`config.mk`:
```
export PLATFORM = sky130hd
export DESIGN_NAME = tw_bus_master
export DESIGN_NICKNAME = d
export VERILOG_FILES = /design/src/rtl/twb_pkg.sv /design/src/rtl/twb_remap.sv /design/src/rtl/twb_timer.sv /design/src/rtl/tw_bus_master.sv
export SDC_FILE = /design/constraint.sdc
export NUM_CORES = 1
export LEC_CHECK = 0
export BUFFER_PORTS_ARGS = -buffer_cell sky130_fd_sc_hd__buf_2
export CORE_ASPECT_RATIO = 1.5
export CORE_UTILIZATION = 50
export CTS_BUF_LIST = sky130_fd_sc_hd__clkbuf_4 sky130_fd_sc_hd__clkbuf_8 sky130_fd_sc_hd__clkbuf_16
export DETAILED_ROUTE_END_ITERATION = 8
export GPL_TIMING_DRIVEN = 0
export PLACE_DENSITY = 0.67
export RECOVER_POWER = 100
export SYNTH_ARGS = -nofsm -noshare
export SYNTH_HDL_FRONTEND = slang
export SYNTH_SLANG_ARGS = --single-unit
```
`constraint.sdc`:
```
create_clock -name clk -period 2.2 [get_ports clk]
set_clock_uncertainty 0.2 [all_clocks]
set_input_delay 0.22 -clock clk [delete_from_list [all_inputs] [get_ports clk]]
set_output_delay 0.22 -clock clk [all_outputs]
set_load 0.02 [all_outputs]
```
`src/rtl/twb_pkg.sv`:
```
package twb_pkg;
    typedef enum logic [2:0] {
        ST_IDLE, ST_SETUP, ST_TX_LO, ST_TX_HI, ST_FIN, ST_RX_LO, ST_RX_HI, ST_DONE
    } twb_state_e;

    localparam logic [3:0] BANK_SEL_PADDR = 4'h1;
    localparam logic [4:0] OSC_LADDR      = 5'h03;
    localparam logic [4:0] CAP_LADDR      = 5'h09;
    localparam logic [4:0] CTRL_LADDR     = 5'h12;
    localparam logic [7:0] CTRL_ONES      = 8'h13;
    localparam logic [7:0] CAP_SPLIT      = 8'd64;
    localparam logic [7:0] CAP_LOW_BASE   = 8'd255;
    localparam logic [7:0] CAP_HIGH_BASE  = 8'd191;
endpackage

```
`src/rtl/twb_remap.sv`:
```
module twb_remap
    import twb_pkg::*;
(
    input  logic [4:0] laddr,
    input  logic [7:0] ldata,
    output logic [1:0] bank,
    output logic [3:0] paddr,
    output logic [7:0] pdata
);
    always_comb begin
        bank  = laddr[4] ? 2'd2 : 2'd1;
        paddr = laddr[3:0];
        unique case (laddr)
            OSC_LADDR:  pdata = 8'd255 - ldata;
            CAP_LADDR:  pdata = (ldata < CAP_SPLIT) ? (CAP_LOW_BASE - ldata)
                                                    : (CAP_HIGH_BASE - ldata);
            CTRL_LADDR: pdata = ldata | CTRL_ONES;
            default:    pdata = ldata;
        endcase
    end
endmodule

```
`src/rtl/twb_timer.sv`:
```
module twb_timer #(
    parameter int UNIT_CYCLES = 4
) (
    input  logic clk,
    input  logic rst_n,
    input  logic run,
    output logic expire
);
    localparam int CW = (UNIT_CYCLES > 1) ? $clog2(UNIT_CYCLES) : 1;
    localparam logic [CW-1:0] LAST = CW'(UNIT_CYCLES - 1);

    logic [CW-1:0] cnt_d, cnt_q;

    always_comb begin
        expire = run && (cnt_q == LAST);
        cnt_d  = (!run || expire) ? '0 : cnt_q + 1'b1;
    end

    always_ff @(posedge clk or negedge rst_n) begin
        if (!rst_n) cnt_q <= '0;
        else        cnt_q <= cnt_d;
    end

    // each delay unit restarts from zero after it expires
    assert_unit_wrap_R2: assert property (@(posedge clk) disable iff (!rst_n)
        expire |=> (cnt_q == '0));
endmodule

```
`src/rtl/tw_bus_master.sv`:
```
module tw_bus_master
    import twb_pkg::*;
#(
    parameter int UNIT_CYCLES = 4
) (
    input  logic       clk,
    input  logic       rst_n,
    input  logic       powered,
    input  logic       req_start,
    input  logic       req_write,
    input  logic [4:0] req_addr,
    input  logic [7:0] req_wdata,
    output logic       req_done,
    output logic [7:0] req_rdata,
    output logic       busy,
    output logic       bus_clk,
    output logic       bus_rw,
    output logic       bus_dout,
    output logic       bus_doe,
    input  logic       bus_din
);
    typedef struct packed {
        twb_state_e  st;
        logic [1:0]  shadow;
        logic        pwr;
        logic        sw;
        logic        rd;
        logic        last;
        logic [2:0]  bitn;
        logic        bytn;
        logic [15:0] sh;
        logic [15:0] pay;
        logic [1:0]  bank;
        logic [7:0]  rx;
    } ctl_t;

    ctl_t q, d;
    logic unit_end, timer_run;
    logic [1:0] rq_bank;
    logic [3:0] rq_paddr;
    logic [7:0] rq_pdata;

    twb_remap u_remap (
        .laddr (req_addr),
        .ldata (req_wdata),
        .bank  (rq_bank),
        .paddr (rq_paddr),
        .pdata (rq_pdata)
    );

    assign timer_run = (q.st != ST_IDLE) && (q.st != ST_DONE);

    twb_timer #(.UNIT_CYCLES(UNIT_CYCLES)) u_timer (
        .clk    (clk),
        .rst_n  (rst_n),
        .run    (timer_run),
        .expire (unit_end)
    );

    always_comb begin
        d     = q;
        d.pwr = powered;
        unique case (q.st)
            ST_IDLE: if (req_start) begin
                d.rd   = !req_write;
                d.bank = rq_bank;
                d.rx   = '0;
                d.pay  = req_write ? {4'h0, rq_paddr, rq_pdata} : {8'h00, 4'h0, rq_paddr};
                if (!powered) begin
                    d.st = ST_DONE;
                end else begin
                    d.st = ST_SETUP;
                    d.sw = (rq_bank != q.shadow);
                    if (rq_bank != q.shadow) begin
                        d.sh   = {4'h0, BANK_SEL_PADDR, 6'h0, rq_bank};
                        d.last = 1'b1;
                    end else begin
                        d.sh   = req_write ? {4'h0, rq_paddr, rq_pdata} : {8'h00, 4'h0, rq_paddr};
                        d.last = req_write;
                    end
                end
            end
            ST_SETUP: if (unit_end) begin
                d.st   = ST_TX_LO;
                d.bitn = '0;
                d.bytn = 1'b0;
            end
            ST_TX_LO: if (unit_end) d.st = ST_TX_HI;
            ST_TX_HI: if (unit_end) begin
                d.sh = q.sh >> 1;
                d.st = ST_TX_LO;
                if (q.bitn == 3'd7) begin
                    d.bitn = '0;
                    if (q.bytn == q.last) d.st = ST_FIN;
                    else                  d.bytn = 1'b1;
                end else begin
                    d.bitn = q.bitn + 1'b1;
                end
            end
            ST_FIN: if (unit_end) begin
                if (q.sw) begin
                    d.shadow = q.bank;
                    d.sw     = 1'b0;
                    d.sh     = q.pay;
                    d.last   = !q.rd;
                    d.st     = ST_SETUP;
                end else if (q.rd) begin
                    d.st   = ST_RX_LO;
                    d.bitn = '0;
                end else begin
                    d.st = ST_DONE;
                end
            end
            ST_RX_LO: if (unit_end) begin
                d.rx = {bus_din, q.rx[7:1]};
                d.st = ST_RX_HI;
            end
            ST_RX_HI: if (unit_end) begin
                if (q.bitn == 3'd7) d.st = ST_DONE;
                else begin
                    d.bitn = q.bitn + 1'b1;
                    d.st   = ST_RX_LO;
                end
            end
            ST_DONE: d.st = ST_IDLE;
            default: d.st = ST_IDLE;
        endcase
        if (powered && !q.pwr) d.shadow = 2'd0;
    end

    always_ff @(posedge clk or negedge rst_n) begin
        if (!rst_n) q <= '{st: ST_IDLE, default: '0};
        else        q <= d;
    end

    always_comb begin
        bus_rw    = (q.st == ST_SETUP) || (q.st == ST_TX_LO) || (q.st == ST_TX_HI);
        bus_doe   = bus_rw;
        bus_clk   = !((q.st == ST_TX_LO) || (q.st == ST_RX_LO));
        bus_dout  = bus_doe && q.sh[0];
        busy      = (q.st != ST_IDLE);
        req_done  = (q.st == ST_DONE);
        req_rdata = q.rx;
    end

    // the completion strobe never lasts two cycles
    assert_done_single_R13: assert property (@(posedge clk) disable iff (!rst_n)
        req_done |=> !req_done);
    // a frame opens with the clock high and the driver enabled
    assert_frame_open_R2: assert property (@(posedge clk) disable iff (!rst_n)
        $rose(bus_rw) |-> (bus_clk && bus_doe));
    // an unpowered request finishes at once with the bus left idle
    assert_unpowered_quiet_R10: assert property (@(posedge clk) disable iff (!rst_n)
        (!busy && req_start && !powered) |=> (req_done && !bus_rw && bus_clk));
    // once running, busy holds until the done cycle
    assert_busy_hold_R12: assert property (@(posedge clk) disable iff (!rst_n)
        (busy && !req_done) |=> busy);
endmodule

```
Yosys cells after proc, flatten, opt, wreduce, memory -nomap -nowiden --
Index checks and enable logic that the tools add are counted.
Word-level totals: word-level logic and storage cells 129, bits in registers 57
Cells by class: $lt $le $gt $ge 1, eq/ne operators 29, mux-type cells 50, reduce and logical (&&, ||, !) cells 32, $add $sub $neg 4
Operator list (number):
- $mux 16 | 3
- $mux 3 | 16
- $pmux 16 s3 | 1
- $mux 42 | 1
- $mux 12 | 2
- $pmux 3 s8 | 1
- $pmux 8 s3 | 1
- $mux 20 | 1
- $mux 8 | 2
- $ne 2x2->1 const B | 8
- $pmux 8 s2 | 1
- $sub 8x8->8 const A | 2
- $eq 3x3->1 const B | 5
- $mux 2 | 7
- $ne 2x1->1 const B | 6
- $pmux 3 s4 | 1
- $reduce_bool 2->1 | 6
- $reduce_and 5->1 | 2
- $lt 8x7->1 const B | 1
- $mux 4 | 2
- $reduce_and 8->1 | 1
- $mux 1 | 7
- $reduce_and 7->1 | 1
- $eq 3x2->1 const B | 2
- other kinds (22) | 36

Logic depth before layout (Yosys ltp) --
Gate-level depths: netlist of run 1.
depth in word-level cells 8, gate-level depth with buffers 7

Hierarchy --
A second synthesis of run 1 with hierarchy kept.
Unflattened totals: cells, all modules 320, area, all modules 3071.7 um2
Modules (own cells, without submodules):
- tw_bus_master | cells an instance 265, sequential area each 1251.2 um2, times used 1, area an instance 2655.0 um2
- twb_remap | cells an instance 49, sequential area each 0.0 um2, times used 1, area an instance 325.3 um2
- twb_timer | cells an instance 6, sequential area each 50.0 um2, times used 1, area an instance 91.3 um2

Least setup slack after synthesis of run 1 --
OpenSTA, ideal clock, no wires.
path kind register -> register, start reg q[43] (netlist name), end reg q[43] (netlist name), path slack 0.218 ns, arrival time 1.654 ns, stages on the path, launching flop included 7, period minus slack after synthesis 1.982 ns, data required time 1.872 ns, path through dfrtp_1 -> ha_1 -> ha_1 -> nor2_1 -> o21ai_0 -> a311o_1 -> mux2_1
Between the ends: longest elaborated chain between the ends 4, elaborated cells on any way between the ends 9, those cells by class add/sub: 1; eq/ne: 2; mux: 5; reduce/logical: 1
Ends and longest elaborated chain:
- from (decl) | RTL line tw_bus_master.sv:37 | ctl_t q, d;
- from (signal assigned) | RTL line tw_bus_master.sv:132 | if (!rst_n) q <= '{st: ST_IDLE, default: '0};
- from (signal assigned) | RTL line tw_bus_master.sv:133 | else q <= d;
- $add 3x1->3 / $eq 3x3->1 (equally long branches)
- $mux 3, on equally long branches | RTL line tw_bus_master.sv:119, tw_bus_master.sv:92
- $mux 3 / $mux 20 (equally long branches) | RTL line tw_bus_master.sv:118, tw_bus_master.sv:89
- $pmux 3 s4 | RTL line tw_bus_master.sv:63 | unique case (q.st)
Parallel ways exist; a longest one is shown, timed or not. The select of a mux whose other input is x is not followed. A chain may end at the register's enable or synchronous reset.

Final worst setup path of run 1 --
start reg q[52] (netlist name), end reg q[43] (netlist name)
Between the ends: longest elaborated chain between the ends 5, elaborated cells on any way between the ends 18, those cells by class eq/ne: 12; mux: 1; reduce/logical: 5
Ends and longest elaborated chain:
- $ne 3x3->1 / $reduce_bool 3->1 (equally long branches) | RTL line tw_bus_master.sv:51 | assign timer_run = (q.st != ST_IDLE) && (q.st != ST_DONE);
- $logic_and 1x1->1 | RTL line tw_bus_master.sv:51
- $logic_and 1x1->1 | RTL line twb_timer.sv:15 | expire = run && (cnt_q == LAST);
- $ne 2x1->1 (no line)
- $reduce_and 8->1 (no line)
Parallel ways exist; a longest one is shown, timed or not.

==> results of run 1 <==
layout make-up:
class / instances / area share
Clock buffer: 6 / 0.0236
Buffer: 31 / 0.0526
Inverter: 12 / 0.0129
Timing Repair Buffer: 36 / 0.0544
Tap cell: 72 / 0.0258
Multi-Input combinational cell: 240 / 0.447
Sequential cell: 52 / 0.373
Clock inverter: 2 / 0.0111
metal layers:
layer | vias to the layer above | global-route usage
met2 | 83 | 0.428
met4 | 0 | 0.121
met5 | - | 0
met3 | 18 | 0.0280
li1 | 1297 | -
met1 | 1298 | 0.315
state kept, by name, summed over array words and instances, names as in the netlist:
signal,count
req_rdata,8
u_timer.cnt_q,2
q,42
Yosys cell counts, types with 6 or more instances:
library cell / instances / share of area
nor2_1: 32 / 0.039
a222oi_1: 6 / 0.019
dfrtp_1: 52 / 0.42
nand2_1: 29 / 0.035
mux2i_1: 6 / 0.019
a21oi_1: 26 / 0.042
nor3_1: 6 / 0.0097
buf_4: 10 / 0.024
o21ai_0: 17 / 0.028
nand3_1: 13 / 0.021
clkbuf_1: 10 / 0.012
a22o_1: 15 / 0.043
buf_2: 8 / 0.013
inv_1: 8 / 0.0097
stage by stage:
step                area (um2)  hold slack, ns  utilization
finish                    3500          0.0663        0.595
global route              3500          0.0806        0.595
global placement          3330           0.179        0.566
floorplan                 3090          -0.276            -
CTS                       3480          0.0654        0.592
detailed placement        3330           0.182        0.566
critical path: stages, from the launching register on:
cell and delay [ns]:
dfrtp_2 0.47, buf_2 0.23, inv_2 0.11, ha_1 0.31, a311o_1 0.35, mux2_1 0.34
timing repair:
action | in CTS | in global routing
pin swaps | 1 | 1
setup buffers | 0 | 3
endpoints found under the hold margin | 54 | 0
setup endpoints to repair | 2 | 7
hold buffers | 3 | 0
gates resized for setup | 1 | 5
worst min path at each step:
stage          slack (ns)         from  depth (start not counted)                end
4_1_cts              0.07  req_addr[2]                          3  q[20]$_DFFE_PN0P_
5_1_grt              0.08  req_addr[2]                          3  q[20]$_DFFE_PN0P_
2_1_floorplan       -0.28        rst_n                          0  q[10]$_DFFE_PN0P_
3_3_place_gp         0.18      powered                          1    q[49]$_DFF_PN0_
6_report             0.07  req_addr[2]                          3  q[20]$_DFFE_PN0P_
3_5_place_dp         0.18      powered                          1    q[49]$_DFF_PN0_
power by group:
group	internal (mW)	switching, mW
clock network	0.373	0.335
logic	0.677	0.932
registers	1.29	0.238
total	2.34	1.50
logic make-up after synthesis:
group / Yosys count / share of synthesized area
fa+ha+maj: 5 / 0.0203
xor+xnor: 4 / 0.0114
mux: 9 / 0.0304
simple gates: 116 / 0.201
flops: 52 / 0.422
buf+inv: 43 / 0.0726
compound gates: 106 / 0.243
==> impl_metrics.json, run 1 <==
{
  "relSlewSlack": 0.153,
  "nets": 402,
  "wl_per_cell_um": 16.4,
  "yosysWarnings": 0,
  "dp.cells": 437,
  "final_common_cell": "dfrtp_1",
  "grt_pass1_wl_mm": 12.7,
  "drtIter0Drc": 233,
  "power.density_mw_per_mm2": 1100,
  "path_clk_slew_ns": 0.10,
  "area_growth_pct": 13.3,
  "dp_hpwl_mm": 5.51,
  "ant_nets": 0,
  "route.met2.wl_mm": 3.75,
  "status": "completed",
  "endpoint": "q[43]$_DFFE_PN0P_",
  "cts_max_level": 2,
  "fmax_ghz": 0.471,
  "start_kind": "flop",
  "drt_wl_total_mm": 7.41,
  "drt-pass1-iter-count": 5,
  "path_class": "flop to flop",
  "track_usage": 0.253,
  "worst_pin_slew_ns": 1.27,
  "syn_inst": 335,
  "clock_latency_ns": 0.31,
  "worst_ep_required_time_ns": 2.20,
  "multi_input_area_mm2": 0.00156,
  "grt_setup_unrepaired": "false",
  "routabilityCongestion": 0.878,
  "r2r-start": "q[52]$_DFFE_PN0P_",
  "syn_area_mm2": 0.00309,
  "synthArstFlopShare": 1.00,
  "synth.net_count": 359,
  "mostFrequentLayoutCells": "dfrtp_1 (51), nor2_1 (32), nand2_1 (29), a21oi_1 (26), buf_2 (23)",
  "top_layer": "met4",
  "clock-sinks": 52,
  "cts_tree": "yes",
  "vias": 2696,
  "final-setup-viol-count": 0,
  "regArea_mm2": 0.00130,
  "io_pins": 33,
  "core-area_mm2": 0.00587,
  "peakVddDrop_v": 0.000480,
  "p_leak_nw": 1.57,
  "cp_max_fo": 10,
  "power_mw": 3.84,
  "routed_via_density": 5.98,
  "clk_path_buf_depth": 2,
  "die-area_mm2": 0.00650,
  "met1_length_mm": 3.15,
  "grt_max_degree": 53,
  "rows": 34,
  "start_util": 0.526,
  "post-route-min-period_ns": 2.12,
  "post-route-period-util": 0.964,
  "portBuffers": 30,
  "drive_above_1_share": 0.190,
  "place_ws_ns": -0.00200,
  "max_cap_violations": 0,
  "cp-end-kind": "flop",
  "synthFlopType": "dfrtp_1",
  "ys_types": 59,
  "cts_buffers": 5,
  "rr_endpoint": "q[43]$_DFFE_PN0P_",
  "syn_avg_cell_area_um2": 9.21,
  "dieHeight_um": 98.2,
  "diodes": 0,
  "fin_setup_tns_ns": 0,
  "route.met3.wl_um": 259,
  "cp-startpoint": "q[52]$_DFFE_PN0P_",
  "grt_antenna_before_repair": 0,
  "fill_cells": 529,
  "arrival_ns": 2.12,
  "fin_cells": 451,
  "r2r_cells": 5,
  "ff2ff_setup_slack_ns": 0.08,
  "grt_overflow": 0,
  "first_global_vias": 2606,
  "yosysSeqAreaShare": 0.422,
  "drc": 0,
  "synth_edf_count": 0,
  "root_buffer": "clkbuf_8",
  "timing.final.hold_violations": 0,
  "setup_slack_ns": 0.0788,
  "synth_seq_cells": 52,
  "drv_slew": 0,
  "die_w_um": 66.1,
  "hold_path.class": "input pin to flop"
}
(Power assumes the default switching activity.)
==> run 2, diff against run 1 <==
--- a/config.mk
+++ b/config.mk
@@ -13,6 +13,7 @@
 export GPL_TIMING_DRIVEN = 0
 export PLACE_DENSITY = 0.67
 export RECOVER_POWER = 100
+export REMOVE_ABC_BUFFERS = 1
 export SYNTH_ARGS = -nofsm -noshare
 export SYNTH_HDL_FRONTEND = slang
 export SYNTH_SLANG_ARGS = --single-unit
==> run 2 against run 1 <==
Effect of this change: sequential power increased by 7%; core utilization fell by 2.0 points; via count is 4.6% lower; hold slack worse by 0.031 ns; non-clock buffer count shrank 28; clock power fell by 16%.
==> impl_metrics.json, run 2 (synthesized netlist as in run 1, its figures left out) <==
{
  "status": "completed",
  "die-area_mm2": 0.00650,
  "p_leak_nw": 1.45,
  "ant_nets": 0,
  "post-route-min-period_ns": 2.10,
  "start_util": 0.526,
  "cts_tree": "yes",
  "endpoint": "q[27]$_DFFE_PN0P_",
  "hold_depth": 3,
  "clk_path_buf_depth": 2,
  "cp-startpoint": "q[53]$_DFFE_PN0P_",
  "rows": 34,
  "final-setup-viol-count": 0,
  "final_common_cell": "dfrtp_1",
  "fill_cells": 553,
  "r2r-start": "q[53]$_DFFE_PN0P_",
  "path_class": "flop to flop",
  "grt_pass1_wl_mm": 11.8,
  "regMostFlops": "q",
  "cp_max_fo": 20,
  "cts_buffers": 5,
  "grt_max_degree": 53,
  "relSlewSlack": 0.236,
  "dieHeight_um": 98.2,
  "post-route-period-util": 0.955,
  "post_dp_cell_area_mm2": 0.00316,
  "met1_length_mm": 3.01,
  "area_growth_pct": 9.45,
  "die_w_um": 66.1,
  "largest_reg_flops": 42,
  "mostFrequentLayoutCells": "dfrtp_1 (49), nor2_1 (31), nand2_1 (29), a21oi_1 (24), buf_2 (23)",
  "worst_pin_slew_ns": 1.15,
  "rr_endpoint": "q[27]$_DFFE_PN0P_",
  "route.met2.wl_mm": 3.50,
  "drive_above_1_share": 0.182,
  "max_cap_violations": 0,
  "wl_per_cell_um": 16.2,
  "peakVddDrop_v": 0.000454,
  "dp_hpwl_mm": 4.63,
  "portBuffers": 32,
  "vias": 2573,
  "r2r_cells": 5,
  "hold_path.class": "input pin to flop",
  "drc": 0,
  "path_clk_slew_ns": 0.10,
  "fin_area_mm2": 0.00338,
  "root_buffer": "clkbuf_8",
  "top_layer": "met4",
  "drt_wl_total_mm": 6.84,
  "hp-start": "req_addr[4]",
  "cts_max_level": 2,
  "fin_setup_tns_ns": 0,
  "start_kind": "flop",
  "diodes": 0,
  "cp-end-kind": "flop",
  "first_global_vias": 2496,
  "grt_overflow": 0,
  "timing.final.hold_violations": 0,
  "track_usage": 0.233,
  "ff2ff_setup_slack_ns": 0.1,
  "core-area_mm2": 0.00587,
  "nets": 374,
  "clock_latency_ns": 0.32,
  "drv_slew": 0,
  "drtIter0Drc": 248,
  "route.met3.wl_um": 205,
  "worst_ep_required_time_ns": 2.25,
  "io_pins": 33,
  "routed_via_density": 6.08,
  "grt_antenna_before_repair": 0,
  "final_core_util": 0.575,
  "clock-sinks": 52,
  "drt-pass1-iter-count": 4,
  "fmax_ghz": 0.476,
  "arrival_ns": 2.15,
  "routabilityCongestion": 0.761,
  "power.density_mw_per_mm2": 1090
}
## run 2: cell count changes in the layout (fill, tap and decap cells not counted), moves of 2 or more
cell / before / now
dfrtp_4: 0 / 2
a21oi_4: 0 / 2
a21oi_1: 26 / 24
clkbuf_2: 6 / 0
dfrtp_1: 51 / 49
clkbuf_1: 19 / 9
buf_4: 13 / 4
buf_6: 2 / 0
## run 2: stage by stage
| stage | power (mW) | setup slack (ns) | cells | hold WS, ns |
|---|---|---|---|---|
| 2_1_floorplan | 2.55 | -0.0586 | 304 | -0.276 |
| 3_3_place_gp | 2.90 | -0.516 | 408 | 0.169 |
| 3_5_place_dp | 2.95 | -0.559 | 408 | 0.179 |
| 4_1_cts | 3.58 | -0.0349 | 421 | 0.0375 |
| 5_1_grt | 3.97 | -0.0140 | 423 | 0.0546 |
| 6_report | 3.68 | 0.0999 | 423 | 0.0355 |
## run 2: how the worst min path moves through the flow
stage	end	slack (ns)
6_report	q[9]$_DFFE_PN0P_	0.04
3_3_place_gp	q[49]$_DFF_PN0_	0.17
3_5_place_dp	q[49]$_DFF_PN0_	0.18
2_1_floorplan	q[10]$_DFFE_PN0P_	-0.28
5_1_grt	q[9]$_DFFE_PN0P_	0.05
4_1_cts	q[9]$_DFFE_PN0P_	0.04
## run 2: timing repair
| action | CTS | global route |
|---|---|---|
| pin swaps | 0 | 1 |
| setup buffers | 2 | 2 |
| gates resized for setup | 10 | 10 |
| endpoints found under the hold margin | 54 | 0 |
| hold buffers | 3 | 0 |
| endpoints found under the setup margin | 47 | 20 |
## run 2: worst max-delay path: stages, from the launching register on
cell	delay (ns)
dfrtp_4	0.61
or2_4	0.33
a21oi_4	0.19
a21oi_4	0.15
or3_1	0.41
o21ai_1	0.14
## run 2: layout make-up
type,count,area (um2),share of cell area
Clock inverter,3,27.5,0.00815
Multi-Input combinational cell,240,1630,0.482
Tap cell,72,90.1,0.0267
Clock buffer,5,68.8,0.0204
Sequential cell,52,1310,0.388
Inverter,12,45.0,0.0133
Timing Repair Buffer,39,209,0.0619
## run 2: power by group
part	internal [mW]	leakage, nW	switching [mW]	total [mW]
Sequential	1.30	0.668	0.330	1.63
Combinational	0.642	0.736	0.822	1.46
Clock	0.234	0.0463	0.357	0.591
## run 2: per-layer routing
| layer | global-route usage | vias to the layer above |
|---|---|---|
| li1 | - | 1242 |
| met1 | 0.299 | 1265 |
| met2 | 0.399 | 58 |
| met3 | 0.0315 | 8 |
| met4 | 0.0736 | 0 |
| met5 | 0 | - |
